**src/rtl/seg_pkg.sv**
```systemverilog
package seg_pkg;
    localparam int ADDR_W = 32;
    localparam int SEL_W  = 16;
    localparam int DESC_W = 64;
    localparam int RLIM_W = 20;

    typedef enum logic [2:0] {
        LF_NONE   = 3'd0,
        LF_BOUND  = 3'd1,
        LF_SYSTEM = 3'd2,
        LF_ABSENT = 3'd3,
        LF_PRIV   = 3'd4
    } ld_fault_e;

    typedef enum logic [2:0] {
        S_IDLE,
        S_BOUND,
        S_FETCH,
        S_VERIFY,
        S_DONE
    } ld_state_e;

    typedef struct packed {
        logic [ADDR_W-1:0] base;
        logic [ADDR_W-1:0] lim;
        logic              present;
        logic [1:0]        dpl;
        logic              usr;
        logic [3:0]        typ;
        logic              def32;
    } seg_attr_t;
endpackage

```
**src/rtl/seg_desc_decode.sv**
```systemverilog
module seg_desc_decode
    import seg_pkg::*;
(
    input  logic [DESC_W-1:0] desc,
    output seg_attr_t         attr
);
    logic [RLIM_W-1:0] raw_lim;
    logic              gran;

    always_comb begin
        raw_lim      = {desc[51:48], desc[15:0]};
        gran         = desc[55];
        attr.base    = {desc[63:56], desc[39:32], desc[31:16]};
        attr.lim     = gran ? {raw_lim, 12'hFFF}
                            : {{(ADDR_W-RLIM_W){1'b0}}, raw_lim};
        attr.present = desc[47];
        attr.dpl     = desc[46:45];
        attr.usr     = desc[44];
        attr.typ     = desc[43:40];
        attr.def32   = desc[54];
    end
endmodule

```
**src/rtl/seg_load_fsm.sv**
```systemverilog
module seg_load_fsm
    import seg_pkg::*;
#(
    parameter int NSEG  = 6,
    parameter int SEG_W = 3
) (
    input  logic              clk,
    input  logic              rst_n,
    input  logic              ld_valid,
    input  logic [SEG_W-1:0]  ld_seg,
    input  logic [SEL_W-1:0]  ld_sel,
    input  logic [1:0]        ld_cpl,
    input  logic [ADDR_W-1:0] gdt_base,
    input  logic [ADDR_W-1:0] gdt_limit,
    input  logic [ADDR_W-1:0] ldt_base,
    input  logic [ADDR_W-1:0] ldt_limit,
    input  logic              dr_valid,
    input  logic [DESC_W-1:0] dr_data,
    output logic              ld_busy,
    output logic              ld_done,
    output logic              ld_fault,
    output logic [2:0]        ld_fcode,
    output logic              dr_req,
    output logic [ADDR_W-1:0] dr_addr,
    output logic              wr_en,
    output logic [SEG_W-1:0]  wr_idx,
    output seg_attr_t         wr_attr
);
    localparam int IDX_W = SEL_W - 3;

    ld_state_e         state, nxt;
    logic [SEG_W-1:0]  seg_q;
    logic [SEL_W-1:0]  sel_q;
    logic [1:0]        cpl_q;
    logic [ADDR_W-1:0] tbase_q, tlim_q;
    logic [DESC_W-1:0] desc_q;
    ld_fault_e         fcode_q, vcode;
    logic [ADDR_W-1:0] last_byte, ent_off;
    logic [1:0]        eff_pl;
    seg_attr_t         dec;

    seg_desc_decode u_dec (.desc(desc_q), .attr(dec));

    always_comb begin
        ent_off   = {{(ADDR_W-IDX_W-3){1'b0}}, sel_q[SEL_W-1:3], 3'b000};
        last_byte = {{(ADDR_W-IDX_W-3){1'b0}}, sel_q[SEL_W-1:3], 3'b111};
        eff_pl    = (cpl_q > sel_q[1:0]) ? cpl_q : sel_q[1:0];
        if (!dec.usr)              vcode = LF_SYSTEM;
        else if (!dec.present)     vcode = LF_ABSENT;
        else if (eff_pl > dec.dpl) vcode = LF_PRIV;
        else                       vcode = LF_NONE;
    end

    // state register
    always_ff @(posedge clk or negedge rst_n) begin
        if (!rst_n) state <= S_IDLE;
        else        state <= nxt;
    end

    always_comb begin
        nxt = state;
        unique case (state)
            S_IDLE:   if (ld_valid) nxt = S_BOUND;
            S_BOUND:  nxt = (last_byte > tlim_q) ? S_DONE : S_FETCH;
            S_FETCH:  if (dr_valid) nxt = S_VERIFY;
            S_VERIFY: nxt = S_DONE;
            S_DONE:   nxt = S_IDLE;
            default:  nxt = S_IDLE;
        endcase
    end

    // datapath captured along the walk
    always_ff @(posedge clk or negedge rst_n) begin
        if (!rst_n) begin
            seg_q   <= '0;
            sel_q   <= '0;
            cpl_q   <= '0;
            tbase_q <= '0;
            tlim_q  <= '0;
            desc_q  <= '0;
            fcode_q <= LF_NONE;
        end else begin
            if (state == S_IDLE && ld_valid) begin
                seg_q   <= ld_seg;
                sel_q   <= ld_sel;
                cpl_q   <= ld_cpl;
                tbase_q <= ld_sel[2] ? ldt_base  : gdt_base;
                tlim_q  <= ld_sel[2] ? ldt_limit : gdt_limit;
            end
            if (state == S_BOUND)
                fcode_q <= (last_byte > tlim_q) ? LF_BOUND : LF_NONE;
            if (state == S_FETCH && dr_valid)
                desc_q <= dr_data;
            if (state == S_VERIFY)
                fcode_q <= vcode;
        end
    end

    // outputs
    always_comb begin
        ld_busy  = (state != S_IDLE);
        dr_req   = (state == S_FETCH);
        dr_addr  = tbase_q + ent_off;
        ld_done  = (state == S_DONE);
        ld_fcode = (state == S_DONE) ? fcode_q : LF_NONE;
        ld_fault = (state == S_DONE) && (fcode_q != LF_NONE);
        wr_en    = (state == S_VERIFY) && (vcode == LF_NONE);
        wr_idx   = seg_q;
        wr_attr  = dec;
    end
endmodule

```
**src/rtl/seg_cache.sv**
```systemverilog
module seg_cache
    import seg_pkg::*;
#(
    parameter int NSEG  = 6,
    parameter int SEG_W = 3
) (
    input  logic             clk,
    input  logic             rst_n,
    input  logic             wr_en,
    input  logic [SEG_W-1:0] wr_idx,
    input  seg_attr_t        wr_attr,
    input  logic [SEG_W-1:0] rd_idx,
    output logic             rd_vld,
    output seg_attr_t        rd_attr
);
    seg_attr_t       ent [NSEG];
    logic [NSEG-1:0] vld;

    for (genvar i = 0; i < NSEG; i++) begin : g_ent
        always_ff @(posedge clk or negedge rst_n) begin
            if (!rst_n) begin
                vld[i] <= 1'b0;
                ent[i] <= '0;
            end else if (wr_en && wr_idx == SEG_W'(i)) begin
                vld[i] <= 1'b1;
                ent[i] <= wr_attr;
            end
        end
    end

    always_comb begin
        rd_vld  = 1'b0;
        rd_attr = '0;
        for (int i = 0; i < NSEG; i++) begin
            if ({1'b0, rd_idx} == (SEG_W+1)'(i)) begin
                rd_vld  = vld[i];
                rd_attr = ent[i];
            end
        end
    end
endmodule

```
**src/rtl/seg_access_unit.sv**
```systemverilog
module seg_access_unit
    import seg_pkg::*;
(
    input  logic              clk,
    input  logic              rst_n,
    input  logic              ac_valid,
    input  logic [ADDR_W-1:0] ac_off,
    input  logic              ac_write,
    input  logic              slot_vld,
    input  seg_attr_t         slot,
    output logic              ac_rsp_valid,
    output logic [ADDR_W-1:0] ac_lin,
    output logic              ac_fault,
    output logic              ac_def32
);
    logic is_code, rw_ok, perm_bad, range_bad;

    always_comb begin
        is_code   = slot.typ[3];
        rw_ok     = slot.typ[1];
        perm_bad  = ac_write ? (is_code || !rw_ok) : (is_code && !rw_ok);
        range_bad = ac_off > slot.lim;
    end

    always_ff @(posedge clk or negedge rst_n) begin
        if (!rst_n) begin
            ac_rsp_valid <= 1'b0;
            ac_lin       <= '0;
            ac_fault     <= 1'b0;
            ac_def32     <= 1'b0;
        end else begin
            ac_rsp_valid <= ac_valid;
            if (ac_valid) begin
                ac_lin   <= slot.base + ac_off;
                ac_fault <= !slot_vld || range_bad || perm_bad;
                ac_def32 <= slot.def32;
            end
        end
    end
endmodule

```
**src/rtl/seg_xlate.sv**
```systemverilog
module seg_xlate
    import seg_pkg::*;
#(
    parameter  int NSEG  = 6,
    localparam int SEG_W = (NSEG > 1) ? $clog2(NSEG) : 1
) (
    input  logic              clk,
    input  logic              rst_n,
    input  logic              ld_valid,
    input  logic [SEG_W-1:0]  ld_seg,
    input  logic [15:0]       ld_sel,
    input  logic [1:0]        ld_cpl,
    output logic              ld_busy,
    output logic              ld_done,
    output logic              ld_fault,
    output logic [2:0]        ld_fcode,
    input  logic [31:0]       gdt_base,
    input  logic [31:0]       gdt_limit,
    input  logic [31:0]       ldt_base,
    input  logic [31:0]       ldt_limit,
    output logic              dr_req,
    output logic [31:0]       dr_addr,
    input  logic              dr_valid,
    input  logic [63:0]       dr_data,
    input  logic              ac_valid,
    input  logic [SEG_W-1:0]  ac_seg,
    input  logic [31:0]       ac_off,
    input  logic              ac_write,
    output logic              ac_rsp_valid,
    output logic [31:0]       ac_lin,
    output logic              ac_fault,
    output logic              ac_def32
);
    logic             wr_en;
    logic [SEG_W-1:0] wr_idx;
    seg_attr_t        wr_attr;
    logic             slot_vld;
    seg_attr_t        slot;

    seg_load_fsm #(.NSEG(NSEG), .SEG_W(SEG_W)) u_load (
        .clk(clk), .rst_n(rst_n),
        .ld_valid(ld_valid), .ld_seg(ld_seg), .ld_sel(ld_sel), .ld_cpl(ld_cpl),
        .gdt_base(gdt_base), .gdt_limit(gdt_limit),
        .ldt_base(ldt_base), .ldt_limit(ldt_limit),
        .dr_valid(dr_valid), .dr_data(dr_data),
        .ld_busy(ld_busy), .ld_done(ld_done), .ld_fault(ld_fault), .ld_fcode(ld_fcode),
        .dr_req(dr_req), .dr_addr(dr_addr),
        .wr_en(wr_en), .wr_idx(wr_idx), .wr_attr(wr_attr)
    );

    seg_cache #(.NSEG(NSEG), .SEG_W(SEG_W)) u_cache (
        .clk(clk), .rst_n(rst_n),
        .wr_en(wr_en), .wr_idx(wr_idx), .wr_attr(wr_attr),
        .rd_idx(ac_seg), .rd_vld(slot_vld), .rd_attr(slot)
    );

    seg_access_unit u_acc (
        .clk(clk), .rst_n(rst_n),
        .ac_valid(ac_valid), .ac_off(ac_off), .ac_write(ac_write),
        .slot_vld(slot_vld), .slot(slot),
        .ac_rsp_valid(ac_rsp_valid), .ac_lin(ac_lin),
        .ac_fault(ac_fault), .ac_def32(ac_def32)
    );
endmodule

```
**config.mk**
```make
export PLATFORM = sky130hd
export DESIGN_NAME = seg_xlate
export DESIGN_NICKNAME = d
export VERILOG_FILES = /design/src/rtl/seg_pkg.sv /design/src/rtl/seg_desc_decode.sv /design/src/rtl/seg_load_fsm.sv /design/src/rtl/seg_cache.sv /design/src/rtl/seg_access_unit.sv /design/src/rtl/seg_xlate.sv
export SDC_FILE = /design/constraint.sdc
export NUM_CORES = 1
export LEC_CHECK = 0
export BUFFER_PORTS_ARGS = -buffer_cell sky130_fd_sc_hd__buf_2
export CORE_ASPECT_RATIO = 0.8
export CORE_MARGIN = 10
export CORE_UTILIZATION = 45
export DETAILED_ROUTE_END_ITERATION = 16
export GPL_ROUTABILITY_DRIVEN = 1
export GPL_TIMING_DRIVEN = 0
export PLACE_DENSITY = 0.61
export SETUP_SLACK_MARGIN = 0.5
export SYNTH_ARGS = -nofsm -noshare
export SYNTH_HDL_FRONTEND = slang
export SYNTH_SLANG_ARGS = --single-unit
```
**constraint.sdc**
```tcl
create_clock -name clk -period 9.35 [get_ports clk]
set_input_delay 1.4025 -clock clk [delete_from_list [all_inputs] [get_ports clk]]
set_output_delay 1.4025 -clock clk [all_outputs]
set_load 0.01 [all_outputs]
```
==> flow_summary_export.csv <==
group,metric,value,unit
logic_synthesis,yosysTopAreaCell,"dfrtp_1",
finish,regArea,14800,um2
timing,rsz0062_at_grt,"false",
detailed_routing,vias,22500,
die,design.core.area,63000,um2
logic_synthesis,syn_area,28700,um2
setup_path,cp.arrival,7.26,ns
power,vdd_drop_max,0.000157,V
timing,setup_viol,0,
global_route,grtUsageTotal,24.3,%
outcome,status,"finished clean",
logic_synthesis,async_reset_ff_share,100,%
timing,finClkSkew,0.0286,ns
logic_synthesis,synth-seq-cells,593,
logic_synthesis,syn-num-nets,3035,
min_path,min_to,"u_cache.vld[4]",
setup_path,crit_required,9.88,ns
power,p_leak,16.3,nW
finish,layout_commonest_cell,"dfrtp_1",
finish,multi_input_area,13100,um2
timing,slew_headroom,6.01,%
logic_synthesis,synth_edf_count,0,
clock_network,cts-buffers-inserted,60,
setup_path,worst_r2r_path_depth,14,
finish,final_cell_mix,"dfrtp_1 (593), nand2_1 (513), buf_2 (343), mux2_2 (267), o21ai_0 (253)",
setup_path,critical-path-top-delay-family,"buffers and inverters",
global_route,antenna_found_initial,11,
placed_design,hpwlAfterDp,68.4,mm
die,num_rows,82,
placed_design,portBuffers,321,
setup_path,r2r-start,"u_cache.ent[260]",
logic_synthesis,synth_area_leaders,"dfrtp_1 (52%), mux2_2 (10%), nand2_1 (6.7%)",
finish,area_growth,17.1,%
die,io_pins,328,
clock_network,cts.clk_slew.worst_paths,0.06,ns
setup_path,crit_chain,"buf_2, clkbuf_1, clkbuf_1, clkbuf_1, mux4_2, nand2_1, o21ai_0, ha_1, nand4_1, nor2_1, a21o_1, nand2_1, o311ai_1, o211ai_2, o21ai_2, xnor2_1, mux2_4",
die,die_height,246,um
detailed_routing,drc,0,
clock_network,clock-root-buffer,"clkbuf_16",
die,die_x,303,um
detailed_routing,drt_iter0_drc,1953,
timing,finalMaxSlewViolations,0,
setup_path,start_kind,"input port",
min_path,hold_depth,1,
detailed_routing,post_drt_wl_per_cell,23.2,um
setup_path,critical_path_class,"input port to flip-flop",
timing,hold_violations,0,
global_route,grt_remaining_overflow,0,
min_path,hold_start,"u_cache.vld[4]",
timing,max_freq,148,MHz
detailed_routing,viasPerCell,5.66,
min_path,hold_class,"flip-flop to flip-flop",
flow_run,maxCapViolCount,0,
setup_path,critPathMaxStageDelay,0.88,ns
logic_synthesis,ys.flop_type,"dfrtp_1",
clock_network,postCtsSetupBuffers,0,
detailed_routing,drtAntennaViolNets,0,
global_route,grt_max_degree,123,
clock_network,clk-insertion-delay-late,0.66,ns
timing,tightest_slew,1.41,ns
detailed_routing,wl,92.2,mm
logic_synthesis,yosysWarningCount,0,
power,power.density,308,nW/um2
detailed_routing,drtPass1Iterations,7,
die,start_util,45.6,%
logic_synthesis,yosysSeqAreaShare,51.6,%
power,power,10.4,mW
global_route,grt_pass1_vias,22900,
clock_network,clock_sinks,593,
setup_path,endpoint_kind,"flip-flop",
clock_network,cts_buffer_depth,3,
setup_path,critPathMaxFanout,10,
clock_network,htreeDepth,2,
setup_path,critical_path.slowest_cell,"clkbuf_1",
finish,fill_cells,5713,
placed_design,dp.cells,3851,
logic_synthesis,synth_cell_type_count,69,
timing,min_period,6.74,ns
setup_path,cp_common_cell,"clkbuf_1",
clock_network,cts_resized,0,
global_route,grt_first_pass_wirelength,140,mm
finish,instances_no_fill,3966,
clock_network,cts_tree,"done",
logic_synthesis,synth.top_cell.area_share,51.6,%
finish,drive_gt1_share,24.8,%
clock_network,holdBufCountCts,0,
timing,fin_crit_sh,72.0,%
setup_path,crit_buf_inv,4,
setup_path,timing.rr.end,"u_acc.ac_lin[30]",
die,dieArea,74500,um2
setup_path,rrSetupSlack,5.27,ns
logic_synthesis,synth.avg_cell_area,10.7,um2
placed_design,gp_routability_congestion,0.869,
finish,nNetsFinal,3423,
logic_synthesis,synthCells,2685,
[cell families after synthesis]
| group | Yosys count | synth area share, % |
|---|---|---|
| and+or+nand+nor | 765 | 10.9 |
| DFF | 593 | 51.6 |
| AOI/OAI and AO/OA | 528 | 10.8 |
| muxes | 449 | 18.1 |
| buffers and inverters | 201 | 2.77 |
| adders and majority gates | 96 | 4.23 |
| xor gates and xnor gates | 53 | 1.61 |
[sequential cells by signal, summed over array words and instances, names as in the netlist, 2 cells and up]
register	count
u_cache.ent	402
u_load.desc_q	60
u_acc.ac_lin	32
u_load.tbase_q	32
u_load.tlim_q	32
u_load.sel_q	15
u_cache.vld	6
u_load.fcode_q	3
u_load.state	3
u_load.wr_idx	3
u_load.cpl_q	2
[cell usage after synthesis (6+ instances only)]
| library cell | instances |
|---|---|
| buf_1 | 12 |
| nor3_1 | 10 |
| nand2_1 | 513 |
| o21bai_1 | 7 |
| a222oi_1 | 26 |
| a21o_1 | 29 |
| nand4_1 | 16 |
| mux4_2 | 30 |
| inv_1 | 39 |
| xnor2_1 | 42 |
| nor2b_1 | 10 |
| dfrtp_1 | 593 |
| o221ai_1 | 16 |
| ha_1 | 94 |
| nand3_1 | 16 |
| clkbuf_1 | 122 |
| nor2_1 | 148 |
| xor2_1 | 11 |
| nand2b_1 | 13 |
| and2_1 | 8 |
| a21oi_1 | 148 |
| o21ai_0 | 253 |
| a211oi_1 | 7 |
| o21a_1 | 6 |
| mux2i_1 | 151 |
| buf_2 | 23 |
| mux2_2 | 267 |
| nor4_1 | 9 |
[worst max-delay path by stage]
stage / from / to / slack (ns) / depth (start not counted)
global route: ac_seg[1] / u_acc.ac_lin[31] / 2.61 / 17
floorplan: ac_seg[0] / u_acc.ac_lin[20] / 4.30 / 17
global placement: rst_n / u_cache.ent[207] / -5.18 / 1
CTS: ac_seg[1] / u_acc.ac_lin[31] / 2.94 / 17
detailed placement: ac_seg[1] / u_acc.ac_lin[31] / 2.27 / 17
finish: ac_seg[1] / u_acc.ac_lin[31] / 2.61 / 17
[layer usage]
layer / track usage, % / up-vias / share of wire, %
met2: 38.8 / 778 / 47
met1: 34.0 / 11300 / 44
met4: 5.85 / 10 / 2.0
li1: - / 10200 / -
met5: 0 / - / 0.068
met3: 4.51 / 125 / 6.9
[per-stage QoR]
step	cell area [um2]	setup WS, ns	hold WS, ns	utilization [%]	TNS, ns
2_1_floorplan	28700	4.30	0.429	-	0
3_3_place_gp	31400	-5.18	0.444	49.9	-3005.35
3_5_place_dp	31600	2.27	0.452	50.1	0
4_1_cts	33600	2.94	0.470	53.4	0
5_1_grt	33700	2.61	0.486	53.4	0
6_report	33700	2.61	0.470	53.4	0
[cell type report]
class	count	share of cell area [%]
repair buffers	326	5.21
clock buffers	82	5.12
well taps	840	3.12
multi-input cells	1891	39.0
inverters	40	0.446
plain buffers	161	1.92
flip-flops and latches	593	44.1
clock inverters	29	1.09
diodes	4	0.0297
[power breakdown]
group          internal, mW  switching (mW)  leakage [nW]
Combinational          1.58            1.97          7.45
Clock                  1.47            1.08          1.04
Sequential             3.54           0.736          7.77
Total                  6.59            3.79          16.3
No activity file was read; power rests on OpenSTA's default activity.
